==> src/rtl/ser_tx_pkg.sv <==
package ser_tx_pkg;

  localparam logic [1:0] ADDR_LINE = 2'd0;
  localparam logic [1:0] ADDR_DIV  = 2'd1;
  localparam logic [1:0] ADDR_FRAC = 2'd2;
  localparam logic [1:0] ADDR_HOLD = 2'd3;

  localparam int MAX_FRAME = 12;  // start + 8 data + parity + 2 stop
  localparam int LEFT_W    = $clog2(MAX_FRAME + 1);

  typedef struct packed {
    logic       par_en;
    logic       par_even;
    logic       stop2;
    logic [1:0] len;
  } line_cfg_t;

  function automatic logic [LEFT_W-1:0] frame_bits(input line_cfg_t c);
    return LEFT_W'(7) + LEFT_W'(c.len) + LEFT_W'(c.par_en) + LEFT_W'(c.stop2);
  endfunction

endpackage

==> src/rtl/ser_tx_cfg.sv <==
module ser_tx_cfg
  import ser_tx_pkg::*;
#(
  parameter int DIV_W  = 16,
  parameter int FRAC_W = 3
) (
  input  logic              clk_i,
  input  logic              rst_ni,
  input  logic              wr_en_i,
  input  logic [1:0]        wr_addr_i,
  input  logic [DIV_W-1:0]  wr_data_i,
  output line_cfg_t         line_o,
  output logic [DIV_W-1:0]  div_o,
  output logic [FRAC_W-1:0] frac_o,
  output logic              hold_wr_o,
  output logic [7:0]        hold_data_o
);

  always_ff @(posedge clk_i or negedge rst_ni) begin
    if (!rst_ni) begin
      line_o <= '0;
      div_o  <= '0;
      frac_o <= '0;
    end else if (wr_en_i) begin
      unique case (wr_addr_i)
        ADDR_LINE: line_o <= '{par_en:   wr_data_i[5],
                               par_even: wr_data_i[3],
                               stop2:    wr_data_i[2],
                               len:      wr_data_i[1:0]};
        ADDR_DIV:  div_o  <= wr_data_i;
        ADDR_FRAC: frac_o <= wr_data_i[FRAC_W-1:0];
        default:   ;
      endcase
    end
  end

  assign hold_wr_o   = wr_en_i && (wr_addr_i == ADDR_HOLD);
  assign hold_data_o = wr_data_i[7:0];

endmodule

==> src/rtl/ser_tx_baud.sv <==
module ser_tx_baud #(
  parameter int DIV_W  = 16,
  parameter int FRAC_W = 3,
  parameter int CNT_W  = DIV_W + 5
) (
  input  logic              clk_i,
  input  logic              rst_ni,
  input  logic              run_i,
  input  logic [DIV_W-1:0]  div_i,
  input  logic [FRAC_W-1:0] frac_i,
  output logic              tick_o
);

  logic [CNT_W-1:0] period;
  logic [CNT_W-1:0] cnt_q;

  assign period = CNT_W'({div_i, 4'b0000}) + CNT_W'(frac_i) + CNT_W'(16);
  assign tick_o = run_i && (cnt_q == period - CNT_W'(1));

  always_ff @(posedge clk_i or negedge rst_ni) begin
    if (!rst_ni)                cnt_q <= '0;
    else if (!run_i || tick_o)  cnt_q <= '0;
    else                        cnt_q <= cnt_q + CNT_W'(1);
  end

  // bit period is never shorter than 16 cycles
  assert_tick_gap_R5: assert property (@(posedge clk_i) disable iff (!rst_ni)
    tick_o |=> !tick_o);

endmodule

==> src/rtl/ser_tx_frame.sv <==
module ser_tx_frame
  import ser_tx_pkg::*;
#(
  parameter int DIV_W  = 16,
  parameter int FRAC_W = 3
) (
  input  logic              clk_i,
  input  logic              rst_ni,
  input  logic              hold_wr_i,
  input  logic [7:0]        hold_data_i,
  input  line_cfg_t         line_i,
  input  logic [DIV_W-1:0]  div_i,
  input  logic [FRAC_W-1:0] frac_i,
  input  logic              tick_i,
  output logic              run_o,
  output logic [DIV_W-1:0]  div_q_o,
  output logic [FRAC_W-1:0] frac_q_o,
  output logic              txd_o,
  output logic              tx_empty_o,
  output logic              buf_empty_o,
  output logic              done_o
);

  logic                 busy_q;
  logic [MAX_FRAME-1:0] shreg_q;
  logic [MAX_FRAME-1:0] frame_c;
  logic [LEFT_W-1:0]    left_q;
  logic [7:0]           data_mask;
  logic                 par_bit;
  logic                 start;

  assign start     = hold_wr_i && !busy_q && (div_i != '0);
  assign data_mask = 8'hFF >> (2'd3 - line_i.len);
  assign par_bit   = line_i.par_even ? ^(hold_data_i & data_mask)
                                     : ~^(hold_data_i & data_mask);

  always_comb begin
    frame_c    = '1;
    frame_c[0] = 1'b0;
    for (int i = 0; i < 8; i++) begin
      if (i < 5 + int'(line_i.len)) frame_c[i+1] = hold_data_i[i];
    end
    for (int j = 6; j < MAX_FRAME; j++) begin
      if (line_i.par_en && (j == 6 + int'(line_i.len))) frame_c[j] = par_bit;
    end
  end

  always_ff @(posedge clk_i or negedge rst_ni) begin
    if (!rst_ni) begin
      busy_q      <= 1'b0;
      shreg_q     <= '1;
      left_q      <= '0;
      div_q_o     <= '0;
      frac_q_o    <= '0;
      tx_empty_o  <= 1'b1;
      buf_empty_o <= 1'b1;
      done_o      <= 1'b0;
    end else begin
      done_o <= 1'b0;
      if (start) begin
        busy_q      <= 1'b1;
        shreg_q     <= frame_c;
        left_q      <= frame_bits(line_i);
        div_q_o     <= div_i;
        frac_q_o    <= frac_i;
        tx_empty_o  <= 1'b0;
        buf_empty_o <= 1'b0;
      end else if (busy_q && tick_i) begin
        if (left_q == LEFT_W'(1)) begin
          busy_q      <= 1'b0;
          shreg_q     <= '1;
          left_q      <= '0;
          tx_empty_o  <= 1'b1;
          buf_empty_o <= 1'b1;
          done_o      <= 1'b1;
        end else begin
          shreg_q <= {1'b1, shreg_q[MAX_FRAME-1:1]};
          left_q  <= left_q - LEFT_W'(1);
        end
      end
    end
  end

  assign txd_o = shreg_q[0];
  assign run_o = busy_q;

  assert_start_low_R2: assert property (@(posedge clk_i) disable iff (!rst_ni)
    start |=> (!txd_o && !tx_empty_o && !buf_empty_o));
  assert_idle_high_R2: assert property (@(posedge clk_i) disable iff (!rst_ni)
    tx_empty_o |-> txd_o);
  assert_done_restores_R7: assert property (@(posedge clk_i) disable iff (!rst_ni)
    done_o |-> (tx_empty_o && buf_empty_o && $past(busy_q)));
  assert_done_pulse_R8: assert property (@(posedge clk_i) disable iff (!rst_ni)
    done_o |=> !done_o);
  assert_busy_ignore_R9: assert property (@(posedge clk_i) disable iff (!rst_ni)
    (hold_wr_i && busy_q && !tick_i) |=> ($stable(left_q) && $stable(shreg_q)));
  assert_snapshot_R10: assert property (@(posedge clk_i) disable iff (!rst_ni)
    (busy_q && !start) |=> ($stable(div_q_o) && $stable(frac_q_o)));

endmodule

==> src/rtl/ser_tx.sv <==
module ser_tx
  import ser_tx_pkg::*;
#(
  parameter int DIV_W  = 16,
  parameter int FRAC_W = 3
) (
  input  logic             clk_i,
  input  logic             rst_ni,
  input  logic             wr_en_i,
  input  logic [1:0]       wr_addr_i,
  input  logic [DIV_W-1:0] wr_data_i,
  output logic             txd_o,
  output logic [2:0]       status_o,
  output logic             tx_done_o
);

  localparam int CNT_W = DIV_W + 5;

  line_cfg_t         line_cfg;
  logic [DIV_W-1:0]  div_reg, div_q;
  logic [FRAC_W-1:0] frac_reg, frac_q;
  logic              hold_wr, run, tick, tx_empty, buf_empty;
  logic [7:0]        hold_data;

  ser_tx_cfg #(.DIV_W(DIV_W), .FRAC_W(FRAC_W)) u_cfg (
    .clk_i, .rst_ni, .wr_en_i, .wr_addr_i, .wr_data_i,
    .line_o(line_cfg), .div_o(div_reg), .frac_o(frac_reg),
    .hold_wr_o(hold_wr), .hold_data_o(hold_data)
  );

  ser_tx_baud #(.DIV_W(DIV_W), .FRAC_W(FRAC_W), .CNT_W(CNT_W)) u_baud (
    .clk_i, .rst_ni, .run_i(run), .div_i(div_q), .frac_i(frac_q), .tick_o(tick)
  );

  ser_tx_frame #(.DIV_W(DIV_W), .FRAC_W(FRAC_W)) u_frame (
    .clk_i, .rst_ni, .hold_wr_i(hold_wr), .hold_data_i(hold_data),
    .line_i(line_cfg), .div_i(div_reg), .frac_i(frac_reg), .tick_i(tick),
    .run_o(run), .div_q_o(div_q), .frac_q_o(frac_q), .txd_o,
    .tx_empty_o(tx_empty), .buf_empty_o(buf_empty), .done_o(tx_done_o)
  );

  assign status_o = {tx_empty, buf_empty, 1'b0};

  assert_div_zero_R6: assert property (@(posedge clk_i) disable iff (!rst_ni)
    (hold_wr && div_reg == '0 && tx_empty) |=> (tx_empty && txd_o));
  assert_status_pair_R7: assert property (@(posedge clk_i) disable iff (!rst_ni)
    $rose(tx_empty) |-> (buf_empty && tx_done_o));

endmodule

==> config.mk <==
export PLATFORM = sky130hd
export DESIGN_NAME = ser_tx
export DESIGN_NICKNAME = d
export VERILOG_FILES = /design/src/rtl/ser_tx_pkg.sv /design/src/rtl/ser_tx_cfg.sv /design/src/rtl/ser_tx_baud.sv /design/src/rtl/ser_tx_frame.sv /design/src/rtl/ser_tx.sv
export SDC_FILE = /design/constraint.sdc
export NUM_CORES = 1
export LEC_CHECK = 0
export ABC_AREA = 1
export BUFFER_PORTS_ARGS = -buffer_cell sky130_fd_sc_hd__buf_2
export CAP_MARGIN = 40
export CORE_ASPECT_RATIO = 1.4
export CORE_MARGIN = 10
export CORE_UTILIZATION = 35
export DETAILED_ROUTE_END_ITERATION = 7
export PLACE_DENSITY = 0.51
export SLEW_MARGIN = 10
export SYNTH_ARGS = -nofsm -noshare
export SYNTH_HDL_FRONTEND = slang
export SYNTH_SLANG_ARGS = --single-unit
==> constraint.sdc <==
create_clock -name clk_i -period 2.1 [get_ports clk_i]
set_input_delay 0.21 -clock clk_i [delete_from_list [all_inputs] [get_ports clk_i]]
set_output_delay 0.21 -clock clk_i [all_outputs]
set_load 0.05 [all_outputs]
==> results of run 1 <==
Yosys cell counts, drive strengths merged:
library cell and n:
o21bai 2, o21ai 50, buf 10, nor3b 2
mux2i 1, a31oi 1, xnor2 13, nand2 191
fa 1, xor2 21, conb 1, a211oi 1
dfrtp 70, nand3 54, and3 2, or2 2
nor4 4, dfstp 13, nor3 11, a21oi 21
nand3b 2, clkbuf 8, o22ai 2, ha 8
nor2 83, nand4 16, inv 89
worst paths after layout:
kind / from / end / cells after the start
min: wr_data_i[14] / u_cfg.div_o[14] / 3
max reg2reg: u_frame.frac_q_o[0] / u_frame.shreg_q[9] / 16
min reg2reg: u_frame.shreg_q[4] / u_frame.shreg_q[4] / 2
max: u_frame.frac_q_o[0] / u_frame.shreg_q[9] / 16
min in group asynchronous: rst_ni / u_baud.cnt_q[7] / 2
max in group asynchronous: rst_ni / u_frame.shreg_q[7] / 3
repair_timing:
item	CTS	global route
gates cloned	1	1
endpoints found under the setup margin	40	40
hold buffers	1	0
setup buffers	3	2
pin swaps	19	25
endpoints found under the hold margin	35	0
gates resized for setup	28	42
worst max-delay path, cell delays in order (launching register included):
cell and delay (ns):
dfrtp_1 0.36, inv_2 0.06, ha_4 0.16, buf_4 0.14, nand2_4 0.07, nand2_4 0.05
nor2_4 0.21, nand3_1 0.12, nand3_2 0.11, nand2_1 0.05, nor2_1 0.09, nand2_1 0.10
nor2_4 0.14, nand3_4 0.18, nand2_4 0.18, nand2_1 0.06, nand2_1 0.07
power groups by stage:
stage | Combinational (mW) | Sequential [mW] | Clock [mW]
3_5_place_dp | 0.819 | 1.90 | 0
5_1_grt | 1.03 | 1.90 | 1.83
3_3_place_gp | 0.802 | 1.90 | 0
4_1_cts | 0.872 | 1.88 | 1.79
2_1_floorplan | 0.546 | 1.88 | 0
6_report | 0.905 | 1.88 | 1.73
state kept, by name, summed over array words and instances, names as in the netlist:
name	flops
u_frame.tx_empty_o	1
u_cfg.frac_o	3
u_cfg.div_o	16
u_frame.done_o	1
u_frame.shreg_q	12
u_frame.left_q	4
u_frame.frac_q_o	3
u_baud.cnt_q	21
u_frame.run_o	1
u_frame.div_q_o	16
u_cfg.line_o	5
layout make-up:
cell class	instances	area, um^2	share of cell area, %
Clock buffer	10	229	3.72
Clock inverter	6	90.1	1.46
Inverter	89	337	5.47
Multi-Input combinational cell	491	2700	43.9
Sequential cell	83	2090	34.1
Tap cell	185	231	3.76
Timing Repair Buffer	64	465	7.57
cell families after synthesis:
group,after synthesis,share of synthesized area [%]
AO/OA/AOI/OAI,77,8.13
XOR/XNOR,34,6.01
adder cells (fa/ha/maj),9,2.42
buffers and inverters,107,8.59
flip-flops,83,42.2
multiplexers,1,0.202
other,1,0.0757
AND/OR/NAND/NOR,367,32.3
per-layer routing:
layer	up-vias	part of all wire [%]	track usage, %	wire length (um)
met3	10	2.4	2.42	314
li1	2263	-	-	-
met2	39	54	25.7	7050
met4	0	0.99	3.47	129
met5	-	0	0	0
met1	2088	42	15.0	5500
stage by stage:
step / area (um^2) / hold WS (ns)
after global routing: 6150 / 0.118
after global placement: 5500 / 0.225
after CTS: 5990 / 0.108
final: 6150 / 0.119
after detailed placement: 5500 / 0.242
after floorplan: 4960 / -0.0856
==> reports/results.txt, run 1 <==
status - complete, but fails checks
failing checks - negative setup slack
routability cong. - 0.842
Antenna diodes - 0
Gate Count Post-Synth - 679
CP Max Fanout - 7
Num CTS Buffers - 9
post-route ant nets - 0
sequential share of power - 41.7%
register area share after synthesis - 42.2%
crit end category - register
worst slew pin tran - 0.546 ns
Min-Delay Path Class - in2reg
Area contributors post-synth - dfrtp_1 35%, nand2_1 14%, dfstp_2 6.9%
area leader, netlist - dfrtp_1
Synthesis Warnings - 0
synthesized flop and latch total - 83
die width - 121 um
CTS Buffer Depth - 2
Detailed Place HPWL - 9830 um
final WL - 13,000 um
I/O Buffers - 24
maxcap violations - 0
# DRC - 0
clk sinks - 83
layout cells sized above 1 - 22.1%
Fillers - 1,470
Placed Instances - 904
Period Utilization, post-route - 106%
largest net degree at the start of global routing - 45
Pre-antenna DRT Iters - 4
Syn Nets - 709
vias per inst - 4.74
net switching fraction of the power - 29.7%
R2R Setup Slk - -0.12 ns
Initial Utilization - 35.6%
Tot Pwr - 4.52 mW
synthesis-to-finish area growth - 24.1%
commonest non-fill, non-tap cells in the layout - 166 x nand2_1, 86 x inv_1, 69 x dfrtp_1
clock root cell - clkbuf_16
IR drop worst, VDD - 0.000359 V
Layout Nets - 768
clk_skew - 0.00659 ns
clk_lat worst skew - 0.34 ns
Finished Layout Cells - 928
Comb power frac - 20.0%
commonest non-fill, non-tap cell in the layout - nand2_1
Setup Viol. Count Final - 39
top cell type's share of synthesized area - 35.4%
max frequency - 0.451 GHz
worst setup margin - -0.118 ns
pwr dens - 734 nW/um^2
Arr. time, crit path - 2.51 ns
crit start category - register
vias in the first global route - 4,513
row count - 51
post-synthesis cell area - 4950 um^2
drt initial violations - 172
Routed WL per cell - 14.0 um
fin util - 44.2%
CP required - 2.39 ns
pre-CTS setup slack - -0.241 ns
first-pass GRT wire length - 21,600 um
Tmin final - 2.22 ns
# IOs - 26
via count - 4,400
Power Internal - 3.17 mW
Setup CP Type - reg2reg
Die Ht - 161 um
setup TNS - -2.82 ns
core area - 13,900 um^2
Psw - 1.34 mW
static leakage - 2.94 nW
Avg Inst Size Synth - 7.30 um^2
GRT Util Overall - 13.6%
initial antenna violation count - 0
TritonCTS clock tree - yes
die area - 19,400 um^2
register clock-pin slew on the reported worst setup and hold paths - 0.07 ns
Slew Limit Headroom - 63.6%
GRT overflow - 0
H-tree levels - 3
RSZ-0062 raised after global routing - true
Final Hold Fails - 0
clock power share - 38.3%
library cells used by synthesis - 38
fin. max-slew vios - 0
(Power assumes the default switching activity.)
==> inputs of run 2 (changes only) <==
MAX_ROUTING_LAYER = met4   (was default)
==> run 2 against run 1 <==
Against the previous run:
- non-clock buffer count shrank 1
- clock skew hardly changed
- the run still ends with negative setup slack left
- first-iteration DRC count down 5.2%
- highest routed layer unchanged
==> reports/results.txt, run 2 (synthesized netlist as in run 1, its figures left out) <==
status - complete, but fails checks
failing checks - negative setup slack
crit start category - register
Die Ht - 161 um (unchanged)
IR drop worst, VDD - 0.000395 V (+10%)
Power Internal - 3.09 mW (-2.7%)
H-tree levels - 3 (unchanged)
Initial Utilization - 35.6% (unchanged)
Comb power frac - 20.1% (about the same)
TritonCTS clock tree - yes
Period Utilization, post-route - 106% (+0.74 points)
commonest non-fill, non-tap cells in the layout - 174 x nand2_1, 86 x inv_1, 70 x dfrtp_1
clock root cell - clkbuf_16
# IOs - 26 (unchanged)
commonest non-fill, non-tap cell in the layout - nand2_1
uppermost routed layer - met4
fin. max-slew vios - 0 (unchanged)
Placed Instances - 905 (+0.11%)
GRT Util Overall - 14.6% (+0.98 points)
Layout Nets - 767 (-0.13%)
maxcap violations - 0 (unchanged)
clk_skew - 0.00655 ns (-0.0000363 ns)
layout cells sized above 1 - 21.6% (-0.51 points)
crit end category - register
fin area - 6140 um^2 (-0.10%)
Placement Cell Area - 5510 um^2 (+0.14%)
sequential share of power - 42.3% (+0.6 points)
GRT overflow - 0 (unchanged)
CTS Buffer Depth - 2 (unchanged)
post-route ant nets - 0 (unchanged)
drt initial violations - 163 (-5.2%)
worst hold slack - 0.117 ns (-0.00232 ns)
first-pass GRT wire length - 22,200 um (+3.0%)
Finished Layout Cells - 927 (-0.11%)
Regs by FF count - u_baud.cnt_q x21, u_cfg.div_o x16, u_frame.div_q_o x16
max reg flops - 21 (unchanged)
row count - 51 (unchanged)
Top cell by count, worst path - nand2_1
clk sinks - 83 (unchanged)
Worst path slowest cell - dfrtp_1
DR WL met3 - 365 um (+16%)
Slew Limit Headroom - 63.1% (-0.56 points)
vias in the first global route - 4,569 (+1.2%)
static leakage - 2.94 nW (-0.21%)
Arr. time, crit path - 2.46 ns (-0.05 ns)
largest net degree at the start of global routing - 45 (unchanged)
max frequency - 0.448 GHz (-0.69%)
register clock-pin slew on the reported worst setup and hold paths - 0.07 ns (about the same)
CP cell instances - inv_2, ha_4, ha_4, xor2_2, nand2_1, nor2_1, nand2_1, nor2_2, nand3_1, nor2_1, nand3_2, buf_6, o21ai_2, nand2_1
met2 wire length - 6930 um (-1.6%)
worst slew pin tran - 0.554 ns (+0.00844 ns)
Min-Delay Path Class - in2reg
clock power share - 37.7% (-0.6 points)
CP max stage delay - 0.36 ns (about the same)
Antenna diodes - 0 (unchanged)
Num CTS Buffers - 9 (unchanged)
I/O Buffers - 24 (unchanged)
die area - 19,400 um^2 (unchanged)
pwr dens - 725 nW/um^2 (-1.3%)
Fillers - 1,468 (-0.14%)
core area - 13,900 um^2 (unchanged)
Tmin final - 2.23 ns (+0.0155 ns)
vias per inst - 4.82 (+1.7%)
routability cong. - 0.859 (+2.0%)
via count - 4,472 (+1.6%)
Setup Viol. Count Final - 40 (+2.6%)
pre-CTS setup slack - -0.264 ns (-0.0229 ns)
# DRC - 0 (unchanged)
CP Max Fanout - 3 (-4)
die width - 121 um (unchanged)
M1 wire length - 5560 um (+1.1%)
clk_lat worst skew - 0.34 ns (about the same)
Routed WL per cell - 14.3 um (+1.9%)
Psw - 1.36 mW (+1.6%)
final WL - 13,200 um (+1.8%)
Final Hold Fails - 0 (unchanged)
Pre-antenna DRT Iters - 4 (unchanged)
largest register by flop count - u_baud.cnt_q
Setup CP Type - reg2reg
CP required - 2.33 ns (-0.06 ns)
RSZ-0062 raised after global routing - true
worst setup margin - -0.134 ns (-0.0155 ns)
synthesis-to-finish area growth - 24.0%
net switching fraction of the power - 30.7% (+0.92 points)
Detailed Place HPWL - 9950 um (+1.2%)
initial antenna violation count - 0 (unchanged)
run 2: cell count changes in the layout (fill, tap and decap cells not counted), sizes merged:
cell,delta
buf,-1
bufinv,-1
clkinv,-2
clkinvlp,+1
inv,+2
run 2: repair_timing:
action / CTS / global route
hold buffers: 1 / 0
pin swaps: 18 / 31
setup buffers: 2 / 2
gates resized for setup: 33 / 31
gates cloned: 2 / 1
hold endpoints to repair: 35 / 0
endpoints found under the setup margin: 40 / 40
run 2: final timing paths:
| kind | endpoint | start | slack, ns | depth (start not counted) |
|---|---|---|---|---|
| min in group asynchronous | u_baud.cnt_q[6] | rst_ni | 0.39 | 2 |
| max in group asynchronous | u_frame.shreg_q[1] | rst_ni | 1.03 | 3 |
| min | u_cfg.div_o[12] | wr_data_i[12] | 0.12 | 3 |
| max | u_frame.run_o | u_frame.frac_q_o[0] | -0.13 | 14 |
| max reg2reg | u_frame.run_o | u_frame.frac_q_o[0] | -0.13 | 14 |
| min reg2reg | u_frame.shreg_q[7] | u_frame.shreg_q[7] | 0.46 | 2 |
run 2: per-stage QoR:
step | total power [mW] | setup TNS (ns) | utilization (%)
floorplan | 2.43 | 0 | -
global placement | 2.71 | -7.37 | 39.6
detailed placement | 2.72 | -8.58 | 39.6
CTS | 4.48 | -4.74 | 43.3
global route | 4.70 | -9.94 | 44.2
finish | 4.45 | -4.18 | 44.2
run 2: area by class of cell:
cell class | instances | area [um^2] | area share, %
Multi-Input combinational cell | 491 | 2700 | 43.9
Sequential cell | 83 | 2090 | 34.1
Timing Repair Buffer | 63 | 474 | 7.72
Tap cell | 185 | 231 | 3.77
Inverter | 89 | 337 | 5.48
Clock buffer | 10 | 239 | 3.89
Clock inverter | 6 | 71.3 | 1.16
run 2: routing by layer:
layer | global-route usage [%] | up-vias
met1 | 15.8 | 2110
met4 | 6.38 | 0
met2 | 25.6 | 71
li1 | - | 2267
met3 | 2.18 | 24
met5 | - | -
run 2: power by group through the flow:
stage | clock [mW] | sequential (mW) | combinational [mW]
6_report | 1.68 | 1.88 | 0.894
2_1_floorplan | 0 | 1.88 | 0.546
4_1_cts | 1.72 | 1.88 | 0.881
3_3_place_gp | 0 | 1.90 | 0.807
5_1_grt | 1.77 | 1.90 | 1.03
3_5_place_dp | 0 | 1.90 | 0.818
run 2: worst max-delay path: cells and delay by family, from the launching register on:
kind,cells,cell delay [ns]
simple gates,8,0.84
fa+ha+maj,2,0.44
flops,1,0.36
buf+inv,2,0.22
xor+xnor,1,0.16
compound gates,1,0.10
